`src/rtl/dmix_pkg.sv`:
```
package dmix_pkg;

    localparam int SAMP_W    = 16;
    localparam int PHASE_W   = 32;
    localparam int IDX_W     = 10;
    localparam int QADDR_W   = IDX_W - 2;
    localparam int QDEPTH    = 1 << QADDR_W;
    localparam int PROD_W    = 2 * SAMP_W;
    localparam int CIC_ORDER = 3;
    localparam int LOG2_RMAX = 6;
    localparam int ACC_W     = PROD_W + CIC_ORDER * LOG2_RMAX;
    localparam int OUT_W     = 24;
    localparam int SEL_W     = 3;
    localparam int SINE_PEAK = (1 << (SAMP_W - 1)) - 1;
    localparam real TWO_PI   = 6.283185307179586;

    typedef logic signed [SAMP_W-1:0] samp_t;
    typedef logic signed [PROD_W-1:0] prod_t;

    // request toward the sine table: quadrant, quarter address, sample
    typedef struct packed {
        logic               vld;
        logic [1:0]         quad;
        logic [QADDR_W-1:0] addr;
        samp_t              smp;
    } lookup_req_t;

    // sample aligned with its local sine value
    typedef struct packed {
        logic  vld;
        samp_t smp;
        samp_t sine;
    } mix_pair_t;

    // registered mixer product
    typedef struct packed {
        logic  vld;
        prod_t prod;
    } mix_prod_t;

    // quarter-wave entry a, sampled half a step into its bin
    function automatic samp_t quarter_val(input int a);
        real ang;
        real v;
        int  r;
        ang = TWO_PI * (real'(a) + 0.5) / real'(1 << IDX_W);
        v   = real'(SINE_PEAK) * $sin(ang);
        r   = $rtoi(v + 0.5);
        return r[SAMP_W-1:0];
    endfunction

endpackage

```
`src/rtl/dmix_nco.sv`:
```
module dmix_nco
    import dmix_pkg::*;
(
    input  logic               clk,
    input  logic               rst,
    input  logic               in_vld,
    input  samp_t              in_smp,
    input  logic [PHASE_W-1:0] step,
    output mix_pair_t          pair_o
);

    logic [PHASE_W-1:0] phase_q;
    lookup_req_t        req_q;
    mix_pair_t          pair_q;
    samp_t              qrom [QDEPTH];
    logic [QADDR_W-1:0] rd_addr;
    samp_t              mag;

    // quarter-wave table, computed at elaboration
    generate
        for (genvar g = 0; g < QDEPTH; g++) begin : g_qrom
            assign qrom[g] = quarter_val(g);
        end
    endgenerate

    // accumulator and table request
    always_ff @(posedge clk) begin
        if (rst) begin
            phase_q <= '0;
            req_q   <= '0;
        end else begin
            req_q.vld <= in_vld;
            if (in_vld) begin
                phase_q    <= phase_q + step;
                req_q.quad <= phase_q[PHASE_W-1 -: 2];
                req_q.addr <= phase_q[PHASE_W-3 -: QADDR_W];
                req_q.smp  <= in_smp;
            end
        end
    end

    // odd quadrants read the table backwards, upper half negates
    always_comb begin
        rd_addr = req_q.quad[0] ? ~req_q.addr : req_q.addr;
        mag     = qrom[rd_addr];
    end

    always_ff @(posedge clk) begin
        if (rst) begin
            pair_q <= '0;
        end else begin
            pair_q.vld  <= req_q.vld;
            pair_q.smp  <= req_q.smp;
            pair_q.sine <= req_q.quad[1] ? -mag : mag;
        end
    end

    assign pair_o = pair_q;

    AST_IDLE_HOLD: assert property (@(posedge clk) disable iff (rst)
        !in_vld |=> $stable(phase_q))
        else $error("phase moved without a sample");

    AST_SINE_RANGE: assert property (@(posedge clk) disable iff (rst)
        pair_q.vld |-> (pair_q.sine != {1'b1, {(SAMP_W-1){1'b0}}}))
        else $error("sine reached negative full scale");

    AST_SINE_SIGN: assert property (@(posedge clk) disable iff (rst)
        (pair_q.vld && pair_q.sine != '0) |-> (pair_q.sine[SAMP_W-1] == $past(req_q.quad[1])))
        else $error("sine sign disagrees with quadrant");

endmodule

```
`src/rtl/dmix_mixer.sv`:
```
module dmix_mixer
    import dmix_pkg::*;
(
    input  logic      clk,
    input  logic      rst,
    input  mix_pair_t pair_i,
    output mix_prod_t prod_o
);

    mix_prod_t prod_q;

    always_ff @(posedge clk) begin
        if (rst) begin
            prod_q <= '0;
        end else begin
            prod_q.vld  <= pair_i.vld;
            prod_q.prod <= prod_t'($signed(pair_i.smp)) * prod_t'($signed(pair_i.sine));
        end
    end

    assign prod_o = prod_q;

    AST_PROD_SIGN: assert property (@(posedge clk) disable iff (rst)
        (pair_i.vld && pair_i.smp != '0 && pair_i.sine != '0)
        |=> (prod_q.prod[PROD_W-1] == ($past(pair_i.smp[SAMP_W-1]) ^ $past(pair_i.sine[SAMP_W-1]))))
        else $error("product sign wrong");

endmodule

```
`src/rtl/dmix_cic.sv`:
```
module dmix_cic
    import dmix_pkg::*;
#(
    parameter int ORDER  = CIC_ORDER,
    parameter int IN_W   = PROD_W,
    parameter int LG_MAX = LOG2_RMAX,
    parameter int A_W    = IN_W + ORDER * LG_MAX,
    parameter int O_W    = OUT_W,
    parameter int S_W    = SEL_W
) (
    input  logic                  clk,
    input  logic                  rst,
    input  logic                  in_vld,
    input  logic signed [IN_W-1:0] in_data,
    input  logic [S_W-1:0]        sel,
    output logic                  out_vld,
    output logic [O_W-1:0]        out_data
);

    localparam int CNT_W = LG_MAX;
    localparam int TRIM  = IN_W - O_W;

    logic [S_W-1:0]         sel_c;
    logic [CNT_W-1:0]       cnt_q;
    logic [CNT_W-1:0]       cnt_last;
    logic signed [A_W-1:0]  x_ext;
    logic signed [A_W-1:0]  integ_q [ORDER];
    logic signed [A_W-1:0]  integ_d [ORDER];
    logic signed [A_W-1:0]  comb_z  [ORDER];
    logic signed [A_W-1:0]  comb_d  [ORDER];
    logic signed [A_W-1:0]  dec_q;
    logic signed [A_W-1:0]  scaled;
    logic                   dec_vld;
    logic                   out_vld_q;
    logic [O_W-1:0]         out_q;
    int                     shamt;

    // ratio exponent held inside 1..LG_MAX
    always_comb begin
        if (sel == '0)
            sel_c = S_W'(1);
        else if (int'(sel) > LG_MAX)
            sel_c = S_W'(LG_MAX);
        else
            sel_c = sel;
        cnt_last = CNT_W'((32'd1 << sel_c) - 32'd1);
        shamt    = ORDER * int'(sel_c) + TRIM;
    end

    assign x_ext = {{(A_W-IN_W){in_data[IN_W-1]}}, in_data};

    // integrator chain settles within the sample so block edges stay exact
    always_comb begin
        integ_d[0] = integ_q[0] + x_ext;
        for (int k = 1; k < ORDER; k++)
            integ_d[k] = integ_q[k] + integ_d[k-1];
    end

    always_comb begin
        comb_d[0] = dec_q - comb_z[0];
        for (int k = 1; k < ORDER; k++)
            comb_d[k] = comb_d[k-1] - comb_z[k];
        scaled = comb_d[ORDER-1] >>> shamt;
    end

    always_ff @(posedge clk) begin
        if (rst) begin
            cnt_q     <= '0;
            dec_q     <= '0;
            dec_vld   <= 1'b0;
            out_vld_q <= 1'b0;
            out_q     <= '0;
            for (int k = 0; k < ORDER; k++) begin
                integ_q[k] <= '0;
                comb_z[k]  <= '0;
            end
        end else begin
            dec_vld   <= 1'b0;
            out_vld_q <= 1'b0;
            if (in_vld) begin
                for (int k = 0; k < ORDER; k++)
                    integ_q[k] <= integ_d[k];
                if (cnt_q >= cnt_last) begin
                    cnt_q   <= '0;
                    dec_q   <= integ_d[ORDER-1];
                    dec_vld <= 1'b1;
                end else begin
                    cnt_q <= cnt_q + 1'b1;
                end
            end
            if (dec_vld) begin
                comb_z[0] <= dec_q;
                for (int k = 1; k < ORDER; k++)
                    comb_z[k] <= comb_d[k-1];
                out_q     <= scaled[O_W-1:0];
                out_vld_q <= 1'b1;
            end
        end
    end

    assign out_vld  = out_vld_q;
    assign out_data = out_q;

    AST_NO_OVERFLOW: assert property (@(posedge clk) disable iff (rst)
        dec_vld |-> ((&scaled[A_W-1:O_W-1]) || !(|scaled[A_W-1:O_W-1])))
        else $error("scaled word exceeds output width");

    AST_ACC_HEADROOM: assert property (@(posedge clk) disable iff (rst)
        dec_vld |-> (comb_d[ORDER-1][A_W-1] == comb_d[ORDER-1][A_W-2]))
        else $error("comb result lost headroom");

    AST_VALID_PULSE: assert property (@(posedge clk) disable iff (rst)
        out_vld_q |=> !out_vld_q)
        else $error("output valid longer than one cycle");

    AST_CNT_BOUND: assert property (@(posedge clk) disable iff (rst)
        cnt_q <= cnt_last)
        else $error("block counter past ratio");

    AST_RESET_CLEAR: assert property (@(posedge clk)
        rst |=> (!out_vld_q && out_q == '0))
        else $error("reset left output state");

endmodule

```
`src/rtl/dmix_phase_det.sv`:
```
module dmix_phase_det
    import dmix_pkg::*;
(
    input  logic                     clk,
    input  logic                     rst,
    input  logic                     ref_valid,
    input  logic signed [SAMP_W-1:0] ref_sample,
    input  logic [PHASE_W-1:0]       tune_word,
    input  logic [SEL_W-1:0]         dec_sel,
    output logic                     err_valid,
    output logic [OUT_W-1:0]         err_word
);

    mix_pair_t pair;
    mix_prod_t prod;

    dmix_nco u_nco (
        .clk    (clk),
        .rst    (rst),
        .in_vld (ref_valid),
        .in_smp (ref_sample),
        .step   (tune_word),
        .pair_o (pair)
    );

    dmix_mixer u_mixer (
        .clk    (clk),
        .rst    (rst),
        .pair_i (pair),
        .prod_o (prod)
    );

    dmix_cic #(
        .ORDER  (CIC_ORDER),
        .IN_W   (PROD_W),
        .LG_MAX (LOG2_RMAX),
        .A_W    (ACC_W),
        .O_W    (OUT_W),
        .S_W    (SEL_W)
    ) u_cic (
        .clk      (clk),
        .rst      (rst),
        .in_vld   (prod.vld),
        .in_data  (prod.prod),
        .sel      (dec_sel),
        .out_vld  (err_valid),
        .out_data (err_word)
    );

endmodule

```
`config.mk`:
```
export PLATFORM = sky130hd
export DESIGN_NAME = dmix_phase_det
export DESIGN_NICKNAME = d
export VERILOG_FILES = /design/src/rtl/dmix_pkg.sv /design/src/rtl/dmix_nco.sv /design/src/rtl/dmix_mixer.sv /design/src/rtl/dmix_cic.sv /design/src/rtl/dmix_phase_det.sv
export SDC_FILE = /design/constraint.sdc
export NUM_CORES = 2
export LEC_CHECK = 0
export CAP_MARGIN = 5
export CORE_UTILIZATION = 45
export DETAILED_ROUTE_END_ITERATION = 10
export DONT_BUFFER_PORTS = 1
export PLACE_DENSITY_LB_ADDON = 0.12
export RECOVER_POWER = 50
export SLEW_MARGIN = 20
export SYNTH_ARGS = -nofsm -noshare
export SYNTH_HDL_FRONTEND = slang
export SYNTH_SLANG_ARGS = --single-unit
```
`constraint.sdc`:
```
create_clock -name clk -period 7.95 [get_ports clk]
set_clock_uncertainty 0.15 [all_clocks]
set_input_delay 1.59 -clock clk [delete_from_list [all_inputs] [get_ports clk]]
set_output_delay 1.59 -clock clk [all_outputs]
set_load 0.03 [all_outputs]
```
# --- Word-level counts from Yosys, hierarchy flattened ---
# Memories as Yosys holds them, arrays and structs flattened.
# Cells that the tools add are included.
classes:
  multipliers: 2
  n_bitwise: 9
  shifts: 2
  n_addsub: 11
  n_mux: 22
  magnitude_cmp: 3
  reduce_logical: 3
ops:
  columns: ["op", "count"]
  rows:
  - ["$mux 50", 6]
  - ["$sub 50x50->50", 3]
  - ["$add 50x50->50", 2]
  - ["$add 50x32->50", 1]
  - ["$sshr 50x32->24", 1]
  - ["$mux 16", 3]
  - ["$add 32x32->32", 1]
  - ["$add 32x5->32 const B", 1]
  - ["$mul 16x16->32", 1]
  - ["$neg 16->16", 1]
  - ["$ge 9x9->1 const B", 1]
  - ["$mux 1", 9]
  - ["$not 8->9", 1]
  - ["$mux 8", 1]
  - ["$not 8->8", 1]
  - ["$add 6x1->6 const B", 1]
  - ["$ge 6x6->1", 1]
  - ["$mux 3", 2]
  - ["$mux 6", 1]
  - ["$or 1x1->1", 6]
  - ["$shl 1x3->6 const A", 1]
  - ["$sub 6x1->6 const B", 1]
  - ["$mul 2x3->5 const A", 1]
  - ["$gt 3x3->1 const B", 1]
  - ["4 further kinds", 4]
totals:
  mem_bits_ro: 4096
  mem_bits_rw: 300
  regBits: 207
  n_memories: 3
  in_bits: 54
mem_list:
  columns: ["memory", "words", "word_bits", "rd", "rd_clocked_by_memory_dff", "wr", "line", "source"]
  rows:
  - ["(no name shown)", 256, 16, 1, 0, 0, "dmix_nco.sv:45", "mag = qrom[rd_addr];"]
  - ["u_cic.comb_z", 3, 50, 3, 0, 3, "dmix_cic.sv:29", "logic signed [A_W-1:0] comb_z [ORDER];"]
  - ["u_cic.integ_q", 3, 50, 3, 0, 3, "dmix_cic.sv:27", "logic signed [A_W-1:0] integ_q [ORDER];"]

# --- Logic depth before layout (Yosys ltp) ---
depth:
  ltp_word: 8
  ltp_mapped: 47
  mapped_depth_nobuf: 44

# --- Modules after synthesis ---
# From an unflattened synthesis, not the netlist that was laid out.
unflattened:
  hier_cells: 6695
  hier_area_um2: 56304.0
by_module_without_submodules:
  columns: ["mod", "cells_each", "seq_area_each_um2", "instances", "area_each_um2"]
  rows:
  - ["dmix_cic", 3771, 10650.2, 1, 32969.1]
  - ["dmix_nco", 1784, 1841.8, 1, 12762.2]
  - ["dmix_mixer", 1140, 660.6, 1, 10572.6]

# --- Least setup slack after synthesis ---
# OpenSTA, ideal clock, no wires.
synth_path:
  path_kind: "reg-to-reg"
  startpoint: "memory u_cic.comb_z[0][1] (netlist name)"
  endpoint: "register u_cic.out_q[6] (netlist: u_cic.out_data[6])"
  arrival_time_ps: 7835
  slack_ps: -152
  setup_time_ps: 117
  path_buffers: 1
  stages_incl_launch_ff: 43
  path_cell_list: "edfxtp_1 inv_1 ha_1 nor2b_1 o31a_1 o21ai_0 a21boi_0 a41oi_1 nor2b_1 nor2_1 nor2b_1 o21ai_0 nand2b_1 a21o_1 a21oi_1 xnor2_1 ha_1 a21oi_1 (+7 left out) o21ai_0 a21oi_1 xnor2_1 ha_1 clkbuf_1 nand4_1 or3_1 nand2b_1 o221ai_1 o2bb2ai_1 a311o_1 a21oi_1 xnor3_1 a211o_1 mux2_2 o21ai_1 o21ai_0 a32o_1"
synth_lines:
  columns: ["element", "line", "source"]
  rows:
  - ["start: declaration", "dmix_cic.sv:29", null]
  - ["end signal: assignment", "dmix_cic.sv:95", "out_q <= scaled[O_W-1:0];"]
  - ["end: declaration", "dmix_cic.sv:35", "logic [O_W-1:0] out_q;"]

==> reports/results.tsv <==
metric	value	unit
worst hold margin	302	ps
total track usage	27.1	%
depth of the CTS H-tree	3	
transition time at the pin with the least slew margin	4480	ps
number of placement rows	125	
maximum number of pins on one net before global-route repair	191	
worst stage delay on the critical path	430	ps
Req. time, crit path	8350	ps
library cell appearing most often on the critical path	buf_4	
Static Leakage	27.3	nW
Overflow after GRT	0	
total design power	15.6	mW
CP max FO	4	
main combinational cell family by area after synthesis	adder cells	
sequential share of the synthesized area	24.8	%
average wire per standard cell	19.8	um
Placement Setup Slack	-749	ps
switching power share of the total	43.5	%
synthesized-area fraction occupied by and/or/nand/nor cells	18.3	%
HPWL after detailed placement	124000	um
Worst Setup End Kind	register	
distinct cell type count of the synthesized netlist	98	
TritonCTS clock tree	done	
highest clock frequency the design can meet	125	MHz
share of post-route cells with drive strength above 1	15.4	%
adder-cell share of the synthesized area	21.0	%
internal power consumption	8.83	mW
post-route insts no fill	8332	
mux share of post-synthesis cell area	2.64	%
maximum capacitance violations	9	
relative max-transition margin	-200	%
area inside the core boundary	117000	um2
storage element area	13200	um2
placer's final routability congestion estimate	0.965	
#FFs+latches synth	507	
predominant post-synthesis flop cell	edfxtp_1	
area taken by multi-input logic gates	37600	um2
initial antenna violation count	6	
Data arrival, critical path	8380	ps
top post-synthesis cells by count	nor2_1, inv_1, nand2_1	
fraction of synthesized cell area taken by the top area cell type	17.0	%
synthesized netlist net count	7103	
global-route wire length before repair	260000	um
buffers added on ports	0	
Startpoint Class	register	
slowest stage cell on the critical path	a2111o_1	
largest buffer count on any clock path	3	
layout-stage area growth over the synthesis result	17.1	%
worst skew pair latency	670	ps
share of power burned in registers	20.5	%
part of the cycle the worst path needs	100	%
crit path time final	7980	ps
root buffer cell	clkbuf_16	
clock sink total	507	
post-detailed-placement cell area	58700	um2
Pre-antenna DRT Iters	5	
total power per unit cell area	251	nW/um2
die boundary height	345	um
Hold Crit Class	register to register	
count leader, synth	nor2_1	
EDFF count, synth	300	
number of failing setup endpoints in the final timing report	3	
Post-Synthesis Mean Instance Area	8.40	um2
cell count after synthesis	6321	
number of top-level pins	79	
outcome	complete, but fails checks	
final hold violation count	0	
Residual DRC	0	
count of vias placed by the detailed router	47749	
proportion of power drawn by the clock network	19.7	%
largest area contributor in the synthesized netlist	edfxtp_1	
post-route setup slack	-28.3	ps
number of global-route vias before repair	46964	
antenna-violating nets left	0	
die footprint	119000	um2
placed insts	8158	
Synth Area in Compound Gates	20.8	%
Combinational Power Share	59.7	%
clock-pin slew reported for the worst setup and hold paths after clock tree synthesis	60	ps
highest ir drop seen on vdd	0.208	mV
Worst Setup Path Type	register to register	
# fillers	11006	
proportion of synthesized flip-flops having asynchronous set or reset	0	%
DIE WIDTH	345	um
initial cell density of the core	45.6	%
net switching power	6.78	mW
CTS buffer count	69	
Final Slew Violations	571	
via/cell ratio	5.73	
synth top area cells	edfxtp_1, ha_1, fa_1, dfxtp_1, a21oi_1	
unrepaired setup endpoints after global routing	yes	
total wire length after detailed routing	165000	um
fraction of synthesized cell area in xor and xnor cells	6.09	%
post-layout instance area	62200	um2
warning count from the yosys run	0	
net count of the finished layout	7532	
violated checks	max-capacitance violations, max-slew violations, negative setup slack	
drt first-iter violations	3717	
post-synthesis instance area	53100	um2
==> logic make-up (layout without fill, tap and decap cells) <==
kind of cell,Yosys count,after routing
and+or+nand+nor,2011,2011
AOI/OAI and AO/OA,1705,1705
buffers and inverters,881,1366
adders and majority gates,728,728
DFF,507,507
xor gates and xnor gates,366,366
muxes,123,123
other,0,2
==> per-layer routing <==
metal  vias to the layer above  wire length [um]  global-route usage [%]
met5                         -                 0                       0
met4                         0              6760                    10.8
met3                       369             10100                    4.54
met2                      1382             77400                    44.9
met1                     22991             70300                    35.0
li1                      23007                 -                       -
==> timing repair <==
action / 4_1_cts / 5_1_grt
setup endpoints to repair: 41 / 48
buffers inserted: 32 / 14
pin swaps: 73 / 95
hold buffers: 0 / 0
gates resized for setup: 99 / 138
==> stage by stage <==
stage          utilization [%]  setup TNS (ps)
2_1_floorplan                -               0
3_3_place_gp              50.4          -13910
3_5_place_dp              50.4          -14850
4_1_cts                   52.8            -482
5_1_grt                   53.4          -10490
6_report                  53.4           -42.4
==> final cells by class <==
cell class	instances	share of cell area, %
inverters	559	3.38
clock buffers	101	3.28
clock inverters	26	0.346
repair buffers	680	8.22
diodes	2	0.00805
multi-input cells	4933	60.5
well taps	1524	3.07
flip-flops and latches	507	21.2
==> power groups by stage <==
stage	registers, mW	logic (mW)	clock network, mW
after CTS	3.19	9.04	3.17
after detailed placement	3.25	8.85	0
after floorplan	3.12	5.83	0
final	3.21	9.33	3.08
after global routing	3.23	10.2	3.25
after global placement	3.24	8.81	0
==> cells in the final DEF, fill, tap and decap left out, drive strengths merged, types with 20 or more instances in the layout <==
cell / count
buf: 672
inv: 555
nor2: 554
nand2: 505
a21oi: 498
ha: 454
and2: 385
o21ai: 343
edfxtp: 300
fa: 274
xnor2: 226
dfxtp: 207
a21o: 200
xor2: 138
nor3: 114
nand3: 109
clkbuf: 109
mux2i: 93
nor2b: 89
nand2b: 87
a211oi: 79
a31oi: 65
o211ai: 63
o21bai: 60
nand4: 51
o21a: 45
and3: 39
o31ai: 33
o311ai: 31
a221oi: 26
clkinv: 26
o22ai: 21
or3: 20
o221ai: 20
==> sequential cells by signal (all words and copies together) (netlist names) <==
| register | cells |
|---|---|
| u_nco.req_q | 27 |
| u_cic.out_data | 24 |
| u_nco.pair_o | 33 |
| u_cic.dec_q | 50 |
| u_cic.cnt_q | 6 |
| u_cic.comb_z | 150 |
| u_cic.out_vld | 1 |
| u_nco.phase_q | 32 |
| u_mixer.prod_o | 33 |
| u_cic.dec_vld | 1 |
| u_cic.integ_q | 150 |
==> worst paths after layout <==
path / depth (start not counted) / slack, ps / from / end
worst max-delay path: 40 / -30 / u_cic.comb_z[0][0] / u_cic.out_data[22]
worst min-delay path: 1 / 300 / u_nco.pair_o[32] / u_mixer.prod_o[32]
worst max register to register: 40 / -30 / u_cic.comb_z[0][0] / u_cic.out_data[22]
worst min register to register: 1 / 300 / u_nco.pair_o[32] / u_mixer.prod_o[32]
==> critical path: cells and delay by family, from the launching register on <==
family	cells	cell delay [ps]
and+or+nand+nor	5	740
AOI/OAI and AO/OA	20	3570
xor gates and xnor gates	3	600
DFF	1	410
adders and majority gates	4	1160
muxes	1	300
buffers and inverters	7	930
No activity file was read; power rests on OpenSTA's default activity.
